## src/rtl/cmtimer_pkg.sv

```systemverilog
// Shared field positions, clock-select codes and tick bundle for the
// compare-match timer. Assumes 32-bit bus words.
package cmtimer_pkg;
    localparam int CTL_MATCH = 15;
    localparam int CTL_OVFL  = 14;
    localparam int CTL_CONT  = 8;
    localparam int CTL_IEN   = 7;
    localparam int CTL_REQ   = 4;
    localparam logic [1:0] REQ_IRQ = 2'd2;

    typedef enum logic [2:0] {
        CKS_DIV8   = 3'd4,
        CKS_DIV32  = 3'd5,
        CKS_DIV128 = 3'd6,
        CKS_DIV1   = 3'd7
    } cks_e;

    typedef struct packed {
        logic div1;
        logic div8;
        logic div32;
        logic div128;
    } tick_set_t;
endpackage

```

## src/rtl/cmtimer_prescale.sv

```systemverilog
// Shared prescaler: counts slow pulses and flags every 8th, 32nd and
// 128th one. Assumes slow_tick is a single-cycle pulse.
module cmtimer_prescale
    import cmtimer_pkg::*;
#(
    parameter int LOG_A = 3,
    parameter int LOG_B = 5,
    parameter int LOG_C = 7
) (
    input  logic      clk,
    input  logic      rst_n,
    input  logic      slow_tick,
    output tick_set_t ticks
);
    localparam int PRE_W = LOG_C;

    logic [PRE_W-1:0] pre_q;

    // free-running pulse count, wraps at 2**PRE_W
    always_ff @(posedge clk) begin
        if (!rst_n)         pre_q <= '0;
        else if (slow_tick) pre_q <= pre_q + 1'b1;
    end

    // a divided tick fires on the last pulse of each group
    always_comb begin
        ticks.div1   = slow_tick;
        ticks.div8   = slow_tick && (&pre_q[LOG_A-1:0]);
        ticks.div32  = slow_tick && (&pre_q[LOG_B-1:0]);
        ticks.div128 = slow_tick && (&pre_q[LOG_C-1:0]);
    end
endmodule

```

## src/rtl/cmtimer_chan.sv

```systemverilog
// One timer channel: control fields, flags, counter, compare and the
// delayed counter-load path. Assumes write strobes are pre-decoded and
// CNT_W <= DATA_W.
module cmtimer_chan
    import cmtimer_pkg::*;
#(
    parameter int CNT_W  = 32,
    parameter int DATA_W = 32
) (
    input  logic              clk,
    input  logic              rst_n,
    input  tick_set_t         ticks,
    input  logic              slow_tick,
    input  logic              run,
    input  logic              wr_ctl,
    input  logic              wr_cnt,
    input  logic              wr_cmp,
    input  logic [DATA_W-1:0] wdata,
    output logic [DATA_W-1:0] ctl_word,
    output logic [CNT_W-1:0]  cnt_q,
    output logic [CNT_W-1:0]  cmp_q,
    output logic              pend_q,
    output logic              irq,
    output logic              stop_req
);
    logic             cont_q, ien_q, match_q, ovfl_q, ph_q;
    logic [1:0]       req_q;
    logic [2:0]       cks_q;
    logic [CNT_W-1:0] pval_q;
    logic             sel_tick, commit, step, hit, wrap;

    // pick this channel's count tick
    always_comb begin
        case (cks_q)
            CKS_DIV1:   sel_tick = ticks.div1;
            CKS_DIV8:   sel_tick = ticks.div8;
            CKS_DIV32:  sel_tick = ticks.div32;
            CKS_DIV128: sel_tick = ticks.div128;
            default:    sel_tick = 1'b0;
        endcase
    end

    assign commit   = pend_q && ph_q && slow_tick;
    assign step     = run && sel_tick && !commit;
    assign hit      = step && (cnt_q == cmp_q);
    assign wrap     = step && (&cnt_q) && !hit;
    assign stop_req = hit && !cont_q;
    assign irq      = match_q && ien_q && (req_q == REQ_IRQ);

    // writable configuration fields
    always_ff @(posedge clk) begin
        if (!rst_n) begin
            cont_q <= 1'b0; ien_q <= 1'b0; req_q <= '0; cks_q <= '0;
        end else if (wr_ctl) begin
            cont_q <= wdata[CTL_CONT];
            ien_q  <= wdata[CTL_IEN];
            req_q  <= wdata[CTL_REQ +: 2];
            cks_q  <= wdata[2:0];
        end
    end

    // flags: clear on written zero, hardware set wins
    always_ff @(posedge clk) begin
        if (!rst_n) begin
            match_q <= 1'b0; ovfl_q <= 1'b0;
        end else begin
            match_q <= ((wr_ctl ? wdata[CTL_MATCH] : 1'b1) && match_q) || hit;
            ovfl_q  <= ((wr_ctl ? wdata[CTL_OVFL]  : 1'b1) && ovfl_q)  || wrap;
        end
    end

    // counter: delayed load, wrap to zero, or increment
    always_ff @(posedge clk) begin
        if (!rst_n)          cnt_q <= '0;
        else if (commit)     cnt_q <= pval_q;
        else if (hit || wrap) cnt_q <= '0;
        else if (step)       cnt_q <= cnt_q + 1'b1;
    end

    // pending counter load waits for two slow pulses after the write
    always_ff @(posedge clk) begin
        if (!rst_n) begin
            pend_q <= 1'b0; ph_q <= 1'b0; pval_q <= '0;
        end else if (wr_cnt) begin
            pend_q <= 1'b1; ph_q <= 1'b0; pval_q <= wdata[CNT_W-1:0];
        end else if (commit) begin
            pend_q <= 1'b0; ph_q <= 1'b0;
        end else if (pend_q && slow_tick) begin
            ph_q <= 1'b1;
        end
    end

    // compare register, all ones after reset
    always_ff @(posedge clk) begin
        if (!rst_n)      cmp_q <= '1;
        else if (wr_cmp) cmp_q <= wdata[CNT_W-1:0];
    end

    // assemble the control word for reads
    always_comb begin
        ctl_word               = '0;
        ctl_word[CTL_MATCH]    = match_q;
        ctl_word[CTL_OVFL]     = ovfl_q;
        ctl_word[CTL_CONT]     = cont_q;
        ctl_word[CTL_IEN]      = ien_q;
        ctl_word[CTL_REQ +: 2] = req_q;
        ctl_word[2:0]          = cks_q;
    end
endmodule

```

## src/rtl/cmtimer_top.sv

```systemverilog
// Compare-match timer top: address decode, shared run-control word,
// read mux and one channel per NUM_CH. Assumes word-aligned accesses
// and NUM_CH channel blocks fitting below 2**ADDR_W.
module cmtimer_top
    import cmtimer_pkg::*;
#(
    parameter int NUM_CH = 2,
    parameter int CNT_W  = 32,
    parameter int DATA_W = 32,
    parameter int ADDR_W = 8
) (
    input  logic              clk,
    input  logic              rst_n,
    input  logic              slow_tick,
    input  logic [ADDR_W-1:0] bus_addr,
    input  logic [DATA_W-1:0] bus_wdata,
    input  logic              bus_we,
    output logic [DATA_W-1:0] bus_rdata,
    output logic [NUM_CH-1:0] irq
);
    localparam int BLK_W = ADDR_W - 4;

    tick_set_t                      ticks;
    logic [NUM_CH-1:0]              run_q, stop_req, pend_vec, blk_hit;
    logic [NUM_CH-1:0]              wr_ctl, wr_cnt, wr_cmp;
    logic [NUM_CH-1:0][DATA_W-1:0]  ctl_vec;
    logic [NUM_CH-1:0][CNT_W-1:0]   cnt_vec, cmp_vec;
    logic                           start_wr;
    logic [1:0]                     word_sel;

    assign start_wr = bus_we && (bus_addr == '0);
    assign word_sel = bus_addr[3:2];

    cmtimer_prescale u_pre (
        .clk(clk), .rst_n(rst_n), .slow_tick(slow_tick), .ticks(ticks)
    );

    for (genvar c = 0; c < NUM_CH; c++) begin : g_ch
        // decode this channel's block and word strobes
        assign blk_hit[c] = (bus_addr[ADDR_W-1:4] == BLK_W'(c + 1)) &&
                            (bus_addr[1:0] == 2'b00);
        assign wr_ctl[c]  = bus_we && blk_hit[c] && (word_sel == 2'd0);
        assign wr_cnt[c]  = bus_we && blk_hit[c] && (word_sel == 2'd1);
        assign wr_cmp[c]  = bus_we && blk_hit[c] && (word_sel == 2'd2);

        cmtimer_chan #(.CNT_W(CNT_W), .DATA_W(DATA_W)) u_ch (
            .clk(clk), .rst_n(rst_n), .ticks(ticks), .slow_tick(slow_tick),
            .run(run_q[c]), .wr_ctl(wr_ctl[c]), .wr_cnt(wr_cnt[c]),
            .wr_cmp(wr_cmp[c]), .wdata(bus_wdata), .ctl_word(ctl_vec[c]),
            .cnt_q(cnt_vec[c]), .cmp_q(cmp_vec[c]), .pend_q(pend_vec[c]),
            .irq(irq[c]), .stop_req(stop_req[c])
        );
    end

    // shared run bits; a one-shot stop overrides a same-cycle write
    always_ff @(posedge clk) begin
        if (!rst_n) run_q <= '0;
        else        run_q <= (start_wr ? bus_wdata[NUM_CH-1:0] : run_q) & ~stop_req;
    end

    // read mux, unmapped addresses return zero
    always_comb begin
        bus_rdata = '0;
        if (bus_addr == '0) bus_rdata[NUM_CH-1:0] = run_q;
        for (int c = 0; c < NUM_CH; c++) begin
            if (blk_hit[c]) begin
                case (word_sel)
                    2'd0:    bus_rdata = ctl_vec[c];
                    2'd1:    bus_rdata = DATA_W'(cnt_vec[c]);
                    2'd2:    bus_rdata = DATA_W'(cmp_vec[c]);
                    default: bus_rdata = '0;
                endcase
            end
        end
    end
endmodule

```

## config.mk

```make
export PLATFORM = sky130hd
export DESIGN_NAME = cmtimer_top
export DESIGN_NICKNAME = d
export VERILOG_FILES = /design/src/rtl/cmtimer_pkg.sv /design/src/rtl/cmtimer_prescale.sv /design/src/rtl/cmtimer_chan.sv /design/src/rtl/cmtimer_top.sv
export SDC_FILE = /design/constraint.sdc
export NUM_CORES = 1
export LEC_CHECK = 0
export BUFFER_PORTS_ARGS = -buffer_cell sky130_fd_sc_hd__buf_2
export CAP_MARGIN = 15
export CORE_MARGIN = 10
export CORE_UTILIZATION = 61
export DETAILED_ROUTE_END_ITERATION = 16
export HOLD_SLACK_MARGIN = 0.1
export PLACE_DENSITY = 0.89
export SLEW_MARGIN = 20
export SYNTH_ARGS = -nofsm -noshare
export SYNTH_HDL_FRONTEND = slang
export SYNTH_SLANG_ARGS = --single-unit
```

## constraint.sdc

```tcl
create_clock -name clk -period 2.8 [get_ports clk]
set_input_delay 0.42 -clock clk [delete_from_list [all_inputs] [get_ports clk]]
set_output_delay 0.42 -clock clk [all_outputs]
set_load 0.05 [all_outputs]
```

# Word level (Yosys, flattened, before mapping)
# Cells that the tools add are included.
# W data, S select, Z words.
dict set report op_classes {
  n_mux 22
  eq_ne 16
  reduce_logical 66
  add_sub_neg 3
  n_bitwise 3
}
# op n
set op_table {}
lappend op_table {{$mux W32} 8}
lappend op_table {{$pmux W32 S3} 2}
lappend op_table {{$add A32 B1 Y32 const B} 2}
lappend op_table {{$eq A32 B32 Y1} 2}
lappend op_table {{$reduce_and A32 Y1} 2}
lappend op_table {{$logic_and A1 B1 Y1} 40}
lappend op_table {{$eq A3 B3 Y1 const B} 8}
lappend op_table {{$logic_not A8 Y1} 1}
lappend op_table {{$mux W1} 8}
lappend op_table {{$pmux W1 S4} 2}
lappend op_table {{$add A7 B1 Y7 const B} 1}
lappend op_table {{$reduce_and A7 Y1} 1}
lappend op_table {{$eq A2 B2 Y1 const B} 3}
lappend op_table {{$logic_not A1 Y1} 6}
lappend op_table {{$logic_or A1 B1 Y1} 6}
lappend op_table {{$reduce_bool A3 Y1} 2}
lappend op_table {{$reduce_or A3 Y1} 2}
lappend op_table {{$reduce_and A5 Y1} 1}
lappend op_table {{$eq A4 B1 Y1 const B} 1}
lappend op_table {{$eq A4 B2 Y1 const B} 1}
lappend op_table {{$logic_not A2 Y1} 2}
lappend op_table {{$mux W2} 2}
lappend op_table {{$reduce_bool A2 Y1} 2}
lappend op_table {{$reduce_and A3 Y1} 1}
lappend op_table {{4 further kinds} 4}
dict set report word_totals {
  reg_bits 223
  output_inout_bits 34
}

# Logic depth before layout (Yosys ltp)
# Gate-level depths: netlist (run 1).
dict set report logic_depth {
  ltp_word 11
  depth_mapped 11
  mapped_depth_nobuf 9
}

# By module
# From an unflattened synthesis (run 1), not the netlist that was laid out.
dict set report hier_totals {
  cells_unflattened 1423
  area_unflattened_um2 12931.2
}
# mod n_inst seq_area_each_um2 cells_each area_per_inst_um2
set by_module_without_submodules {}
lappend by_module_without_submodules {cmtimer_chan 2 2142.1 584 5366.4}
lappend by_module_without_submodules {cmtimer_top 1 40.0 220 1821.7}
lappend by_module_without_submodules {cmtimer_prescale 1 140.1 35 376.6}

# Least setup slack after synthesis (run 1)
# OpenSTA, ideal clock, no wires.
dict set report synth_path {
  path_kind {input to output}
  startpoint {input port bus_addr[7]}
  endpoint {output port bus_rdata[0]}
  arrival_time_ns 2.652
  path_stages 4
  slack_ns -0.272
  n_path_buf 0
  cell_sequence {or4_4 nor3b_2 a22oi_1 o21ai_0}
}
dict set report synth_between {
  elab_chain_cells 4
  elab_cells_between_ends 8
}
# element line_no
set synth_rtl {}
lappend synth_rtl {{start, declared} cmtimer_top.sv:15} ;# input logic [ADDR_W-1:0] bus_addr,
lappend synth_rtl {{$logic_not A8 Y1 / $eq A4 B1 Y1 (equally long branches)} {cmtimer_top.sv:64, cmtimer_top.sv:40}}
lappend synth_rtl {{$mux W2 / $logic_and A1 B1 Y1 (equally long branches)} {cmtimer_top.sv:64, cmtimer_top.sv:40}}
lappend synth_rtl {{$mux W32} cmtimer_top.sv:66} ;# if (blk_hit[c]) begin
lappend synth_rtl {{$mux W32 *} cmtimer_top.sv:66}
lappend synth_rtl {{end, declared} cmtimer_top.sv:18} ;# output logic [DATA_W-1:0] bus_rdata,
# Mark *: on every way between the ends. The rest lies on a longest branch, timed or not.

# Worst setup path after layout (run 1)
dict set report layout_path {
  startpoint {input port bus_addr[7]}
  endpoint {output port bus_rdata[5]}
}
dict set report layout_between {
  elab_chain_cells 4
  elab_cells_between_ends 6
}
# element line_no
set layout_rtl {}
lappend layout_rtl {{$eq A4 B1 Y1} cmtimer_top.sv:40} ;# assign blk_hit[c] = (bus_addr[ADDR_W-1:4] == BLK_W'(c + 1)) &&
lappend layout_rtl {{$logic_and A1 B1 Y1} cmtimer_top.sv:40}
lappend layout_rtl {{$mux W32} cmtimer_top.sv:66}
lappend layout_rtl {{$mux W32 *} cmtimer_top.sv:66}
# Marked as above.

==> impl_metrics.py, run 1 <==
metrics = {
    "run_status": {
        "status": "finished, final reports clean",
    },
    "routing": {
        "drt-initial-drc-count": 1748,
        "final_antenna_net_count": 0,
        "drt_first_pass_iters": 7,
        "post_drt_wl_per_cell_microns": 21.1,
        "drc": 0,
        "wl_mm": 39.2,
        "vias_per_cell": 6.39,
        "vias": 11900,
    },
    "job": {
        "cap_violations": 0,
    },
    "hold_path": {
        "hold_path_startpoint": "bus_wdata[23]",
        "hold_end": "g_ch[0].u_ch.pval_q[23]$_SDFFE_PN0P_",
        "hold_depth": 3,
        "min_path_type": "primary input to register",
    },
    "synthesis": {
        "ys.warnings.count": 0,
        "ys_async_sr_fraction_pct": 0,
        "synth_area_per_cell_sq_um": 7.61,
        "ys_ff_latch": 223,
        "synth.largest_area_cell": "dfxtp_1",
        "synthCells": 1542,
        "synth-edff-count": 0,
        "synth_compound_area_share_pct": 16.7,
        "synth-xor-area-share_pct": 8.96,
        "synthTopCellsByArea": "dfxtp_1, nand2_1, nand3_1, a21oi_1, xor2_1",
        "ys_types": 56,
        "synth_fp_nets": 1591,
        "synth_top_family_by_area": "simple AND/OR/NAND/NOR gates",
        "synth_fa_ha_area_share_pct": 0.533,
        "ys_seq_area_share_pct": 38.1,
        "synth_flop_cell": "dfxtp_1",
        "yosys.area_share.simple_pct": 27.0,
        "synth_mux_area_share_pct": 3.17,
        "synth_area_sq_um": 11700,
        "synth_top_cell_area_share_pct": 38.1,
    },
    "floorplan": {
        "core_sq_um": 18800,
        "num_rows": 50,
        "io-pin-count": 78,
        "die_h_microns": 159,
        "start_util_pct": 62.3,
        "dieArea_sq_um": 25200,
        "die_x_microns": 159,
    },
    "sta": {
        "worst_slew_pin_slew_ns": 0.783,
        "slew_viol_final": 0,
        "fmax_ghz": 0.360,
        "finalSetupTns_ns": 0,
        "hold_viol": 0,
        "setup_viol": 0,
        "clock_skew_ns": 0.00851,
        "grt_setup_unrepaired": "no",
        "max_slew_margin_pct": 47.6,
        "post-route-period-util_pct": 99.2,
        "finalCriticalPeriod_ns": 2.78,
    },
    "clock_network": {
        "h-tree-depth": 1,
        "cts_setup_buffers": 0,
        "hold_buffers": 0,
        "cts_sinks": 223,
        "cts_tree": "built",
        "clk_pin_slew_worst_paths_ns": 0.06,
        "cts-buffers-inserted": 24,
        "cts_buffer_depth": 3,
        "root_buffer": "clkbuf_16",
        "clock_latency_ns": 0.52,
        "cts_resized": 0,
    },
    "critical_path": {
        "criticalPathCategory": "primary input to primary output",
        "startpoint_type": "primary input",
        "reg2reg_depth": 7,
        "end_kind": "primary output",
        "cp.required_ns": 2.38,
        "reg2reg_to": "g_ch[0].u_ch.cnt_q[22]$_SDFFE_PN0P_",
        "cp.arrival_ns": 2.36,
        "path_max_fanout": 9,
        "regToRegSetupSlack_ns": 0.32,
        "r2r_start": "g_ch[0].u_ch.cnt_q[5]$_SDFFE_PN0P_",
    },
    "layout": {
        "layout-drive-gt1-share_pct": 14.3,
        "fillers": 1405,
        "final_cell_mix": "nand2_1, dfxtp_1, nand3_1, a21oi_1, buf_4",
        "num_antenna_cells": 0,
        "final_common_cell": "nand2_1",
        "syn_to_final_growth_pct": 14.5,
        "fin_nets": 1631,
    },
    "power": {
        "vdd_drop_max_uv": 440,
        "powerDensity_nw_per_um2": 514,
        "power_mw": 6.90,
        "total_leakage_power_nw": 5.14,
    },
    "placed_design": {
        "io_buffers": 77,
        "gp_congestion": 1.01,
        "dp_hpwl_mm": 27.4,
    },
    "global_route": {
        "grt_start_max_net_pins": 55,
        "grt_pass1_vias": 11300,
        "grt_use_total_pct": 30.6,
        "grt_pass1_wl_mm": 61.8,
        "grt_overflow": 0,
        "antenna_found_initial": 0,
    },
}
[worst max-delay path: stages]
cell     delay, ns
buf_2         0.09
or4_4         0.56
or3b_2        0.58
buf_4         0.21
o22ai_1       0.18
buf_2         0.31
[where the power goes]
part           internal, mW  total, mW  switching, mW
combinational         0.102      0.354          0.252
sequential             3.18       3.18        0.00582
clock                  2.04       3.36           1.32
[final cells by class]
type / count / area, sq um / area share [%]
well taps: 260 / 325 / 2.42
multi-input cells: 1167 / 6700 / 49.9
clock inverters: 9 / 126 / 0.941
repair buffers: 160 / 1090 / 8.08
flip-flops and latches: 223 / 4460 / 33.2
inverters: 6 / 25.0 / 0.186
clock buffers: 34 / 709 / 5.28
[routing by layer]
| metal | track usage, % | routed length (microns) |
|---|---|---|
| met5 | 1.29 | 0 |
| met4 | 14.2 | 1970 |
| met3 | 7.20 | 4800 |
| met2 | 49.8 | 18200 |
| met1 | 37.5 | 14200 |
[stage by stage]
stage | setup slack [ns] | hold slack (ns) | cell area, sq um | cells | utilization, %
detailed placement | 0.0851 | 0.447 | 12600 | 1816 | 66.9
global route | 0.0387 | 0.202 | 13400 | 1859 | 71.3
finish | 0.0232 | 0.201 | 13400 | 1859 | 71.3
floorplan | -0.262 | 0.432 | 11800 | 1542 | -
CTS | 0.0831 | 0.195 | 13400 | 1859 | 71.3
global placement | 0.140 | 0.442 | 12600 | 1816 | 66.9
[worst max path at each step]
stage	start	endpoint	slack (ns)	cells after the start
finish	bus_addr[7]	bus_rdata[5]	0.02	6
global route	bus_addr[7]	bus_rdata[31]	0.04	6
global placement	bus_addr[7]	bus_rdata[24]	0.14	6
CTS	bus_addr[7]	bus_rdata[5]	0.08	6
detailed placement	bus_addr[7]	bus_rdata[5]	0.09	6
floorplan	bus_addr[7]	bus_rdata[20]	-0.26	5
[cells in the mapped netlist, drive strengths merged, types with 6 or more instances]
cell type	count
dfxtp	223
o21a	28
o211ai	6
and4	11
and3	20
nor3	43
nand4	32
a21oi	118
nand3	123
xnor2	57
buf	54
a22oi	66
o21ai	38
nand2	363
a32oi	7
clkbuf	92
nor2	57
mux2i	36
nor4	16
inv	6
xor2	63
o22ai	33
[flip-flops by register name, summed over array words and instances, names as in the netlist]
register,flops
g_ch.u_ch.cmp_q,64
g_ch.u_ch.cnt_q,64
g_ch.u_ch.pval_q,64
u_pre.pre_q,7
g_ch.u_ch.cks_q,6
g_ch.u_ch.req_q,4
g_ch.u_ch.cont_q,2
g_ch.u_ch.ien_q,2
g_ch.u_ch.match_q,2
g_ch.u_ch.ovfl_q,2
g_ch.u_ch.pend_q,2
g_ch.u_ch.ph_q,2
run_q,2
[logic make-up after synthesis]
group / Yosys count
buffers and inverters: 152
xor gates and xnor gates: 120
adders and majority gates: 5
DFF: 223
muxes: 37
and+or+nand+nor: 689
AOI/OAI and AO/OA: 316
No activity file was read; power rests on OpenSTA's default activity.
==> run 2: changes to the inputs <==
--- a/config.mk
+++ b/config.mk
@@ -5,13 +5,15 @@
 export SDC_FILE = /design/constraint.sdc
 export NUM_CORES = 1
 export LEC_CHECK = 0
+export ABC_AREA = 1
 export BUFFER_PORTS_ARGS = -buffer_cell sky130_fd_sc_hd__buf_2
 export CAP_MARGIN = 15
 export CORE_MARGIN = 10
-export CORE_UTILIZATION = 61
+export CORE_UTILIZATION = 62
+export CTS_CLUSTER_SIZE = 16
 export DETAILED_ROUTE_END_ITERATION = 16
 export HOLD_SLACK_MARGIN = 0.1
-export PLACE_DENSITY = 0.89
+export PLACE_DENSITY = 0.9
 export SLEW_MARGIN = 20
 export SYNTH_ARGS = -nofsm -noshare
 export SYNTH_HDL_FRONTEND = slang
==> run 2 against run 1 <==
Against the previous run:
- setup slack improved by 0.29 ns
- non-clock buffer count fell by 59
- core utilization is 1.9 points lower
- clock power about the same
- highest routed layer unchanged
- combinational power decreased by 9.9%
- global-route usage increased by 0.37 points
- cell count up 24%
- die area up 8.1%
- total power down 0.83%
- count of clock-buffer cells in the layout decreased by 5
- wire length grew 11%
- critical path type is now register to primary output
==> impl_metrics.py, run 2 <==
metrics = {
    "sta": {
        "fmax_ghz": 0.401,
        "max_slew_margin_pct": 51.5,
        "post-route-period-util_pct": 89.0,
        "setup_viol": 0,
        "clock_skew_ns": 0.0139,
        "finalSetupTns_ns": 0,
        "worst_slew_pin_slew_ns": 0.723,
        "grt_setup_unrepaired": "no",
        "slew_viol_final": 0,
        "hold_viol": 0,
        "finalCriticalPeriod_ns": 2.49,
    },
    "floorplan": {
        "die_x_microns": 165,
        "die_h_microns": 165,
        "core_sq_um": 20400,
        "start_util_pct": 63.8,
        "num_rows": 52,
        "dieArea_sq_um": 27200,
        "io-pin-count": 78,
    },
    "critical_path": {
        "reg2reg_depth": 13,
        "criticalPathCategory": "register to primary output",
        "cp.depth": 4,
        "path_buf_inv": 2,
        "end_kind": "primary output",
        "cp_slowest_cell": "dfxtp_1",
        "cp.arrival_ns": 2.07,
        "regToRegSetupSlack_ns": 0.46,
        "crit_family": "compound AO/OA/AOI/OAI gates",
        "reg2reg_to": "g_ch[1].u_ch.cnt_q[16]$_SDFFE_PN0P_",
        "cpPeakStageDelay_ns": 0.50,
        "path_max_fanout": 5,
        "startpoint_type": "register",
        "r2r_start": "u_pre.pre_q[0]$_SDFFE_PN0P_",
        "endpoint": "bus_rdata[20]",
        "cp.required_ns": 2.38,
        "critPathLaunch": "g_ch[1].u_ch.cnt_q[20]$_SDFFE_PN0P_",
        "crit_chain": "inv_1, o21ai_0, a22o_1, buf_2",
    },
    "placed_design": {
        "gp_congestion": 1.02,
        "dp_hpwl_mm": 31.0,
        "dpl.cell_count": 2268,
        "io_buffers": 77,
    },
    "synthesis": {
        "synth_top_family_by_area": "simple AND/OR/NAND/NOR gates",
        "synth_most_common_cell": "nand2_1",
        "ys_async_sr_fraction_pct": 0,
        "synthCells": 2006,
        "ys_ff_latch": 223,
        "synth-xor-area-share_pct": 5.11,
        "synth_fa_ha_area_share_pct": 0.480,
        "synth.largest_area_cell": "dfxtp_1",
        "ys_seq_area_share_pct": 34.3,
        "synth_fp_nets": 2055,
        "synth-edff-count": 0,
        "ys.warnings.count": 0,
        "ys_types": 42,
        "synth_flop_cell": "dfxtp_1",
        "synth_mux_area_share_pct": 0,
        "yosys.area_share.simple_pct": 31.2,
        "synthTopCellsByArea": "dfxtp_1, nand2_1, nor2_1, inv_1, o21ai_0",
        "yosys-top-cells-count": "nand2_1, nor2_1, inv_1",
        "synth_compound_area_share_pct": 16.7,
        "synth_top_cell_area_share_pct": 34.3,
        "synth_area_sq_um": 13000,
        "synth_area_per_cell_sq_um": 6.49,
    },
    "hold_path": {
        "min_path_type": "primary input to register",
        "hold_path_startpoint": "bus_wdata[0]",
        "hold_depth": 3,
    },
    "global_route": {
        "grt_use_total_pct": 31.0,
        "grt_start_max_net_pins": 83,
        "grt_pass1_vias": 12700,
        "grt_pass1_wl_mm": 68.0,
        "grt_overflow": 0,
        "antenna_found_initial": 0,
    },
    "job": {
        "cap_violations": 0,
    },
    "power": {
        "p_int_mw": 5.24,
        "sequentialPowerShare_pct": 46.6,
        "pwr-share-comb_pct": 4.7,
        "swShare_pct": 23.5,
        "p_switching_mw": 1.60,
        "clock_power_share_pct": 48.7,
        "powerDensity_nw_per_um2": 482,
        "vdd_drop_max_uv": 639,
        "total_leakage_power_nw": 5.94,
    },
    "clock_network": {
        "root_buffer": "clkbuf_16",
        "cts-buffers-inserted": 25,
        "hold_buffers": 0,
        "cts_sinks": 223,
        "clock_latency_ns": 0.53,
        "cts_setup_buffers": 0,
        "h-tree-depth": 1,
        "cts_tree": "built",
        "clk_pin_slew_worst_paths_ns": 0.06,
        "cts_buffer_depth": 3,
        "cts_resized": 0,
    },
    "layout": {
        "final_cell_mix": "nand2_1, nor2_1, inv_1, dfxtp_1, o21ai_0",
        "num_antenna_cells": 0,
        "syn_to_final_growth_pct": 8.88,
        "instances_no_fill": 2309,
        "fillers": 1794,
        "fin_nets": 2074,
        "final_common_cell": "nand2_1",
        "top_regs": "g_ch.u_ch.cmp_q (64), g_ch.u_ch.cnt_q (64), g_ch.u_ch.pval_q (64)",
        "layout-drive-gt1-share_pct": 9.32,
    },
    "routing": {
        "vias_per_cell": 5.98,
        "drc": 0,
        "final_antenna_net_count": 0,
        "drt_first_pass_iters": 7,
        "post_drt_wl_per_cell_microns": 18.8,
        "vias": 13800,
        "drt-initial-drc-count": 1755,
        "wl_mm": 43.4,
    },
    "run_status": {
        "status": "finished, final reports clean",
    },
}
## run 2: changes by cell type in the layout (fill, tap and decap cells not counted), moves of 33 or more
cell     before  now
a22oi_1      66    0
nand3_1     119   82
nand2_1     363  494
mux2i_1      36    0
o21ai_0      35  170
buf_4        78   21
nor2_1       57  265
nor3_1       42    5
nand4_1      32   66
xor2_1       63   30
inv_1         5  244
## run 2: how the worst min path moves through the flow
stage	end	slack [ns]
finish	g_ch[1].u_ch.cmp_q[0]$_SDFFE_PN1P_	0.14
global route	g_ch[1].u_ch.cmp_q[0]$_SDFFE_PN1P_	0.15
CTS	g_ch[1].u_ch.cmp_q[0]$_SDFFE_PN1P_	0.13
detailed placement	run_q[1]$_SDFF_PN0_	0.46
global placement	run_q[0]$_SDFF_PN0_	0.45
floorplan	run_q[0]$_SDFF_PN0_	0.43
## run 2: area by class of cell
type	instances	area (sq um)	share of cell area [%]
multi-input cells	1417	6980	49.2
flip-flops and latches	223	4460	31.5
inverters	257	967	6.82
clock buffers	29	671	4.73
repair buffers	101	618	4.36
well taps	270	338	2.38
clock inverters	12	141	0.997
## run 2: stage by stage
stage / hold slack, ns / util (%) / worst slack (ns) / area (sq um) / power [mW]
final: 0.139 / 69.4 / 0.309 / 14200 / 6.84
after global routing: 0.155 / 69.4 / 0.230 / 14200 / 6.98
after CTS: 0.135 / 69.4 / 0.392 / 14200 / 6.82
after detailed placement: 0.457 / 65.5 / 0.494 / 13400 / 3.56
after global placement: 0.454 / 65.5 / 0.462 / 13400 / 3.56
after floorplan: 0.433 / - / 0.393 / 13000 / 3.42
## run 2: kinds of logic (layout without fill, tap and decap cells)
family,Yosys count,after routing
buffers and inverters,366,399
and+or+nand+nor,954,954
DFF,223,223
xor gates and xnor gates,76,76
AOI/OAI and AO/OA,382,382
adders and majority gates,5,5
## run 2: power groups by stage
stage / Sequential (mW) / Combinational (mW) / Clock (mW)
2_1_floorplan: 3.26 / 0.159 / 0
3_3_place_gp: 3.26 / 0.302 / 0
3_5_place_dp: 3.26 / 0.305 / 0
4_1_cts: 3.19 / 0.307 / 3.32
5_1_grt: 3.19 / 0.336 / 3.45
6_report: 3.19 / 0.319 / 3.33
## run 2: tightest hold or removal path, delay by kind of cell
kind | cells | cell delay [ns]
buf+inv | 1 | 0.09
simple gates | 1 | 0.05
compound gates | 1 | 0.06
## run 2: layer usage
metal	vias to the layer above	track usage (%)	share of wire, %
li1	6506	-	-
met1	6448	42.2	40
met2	742	49.5	46
met3	115	4.43	10
met4	0	10.4	3.3
met5	-	0	0
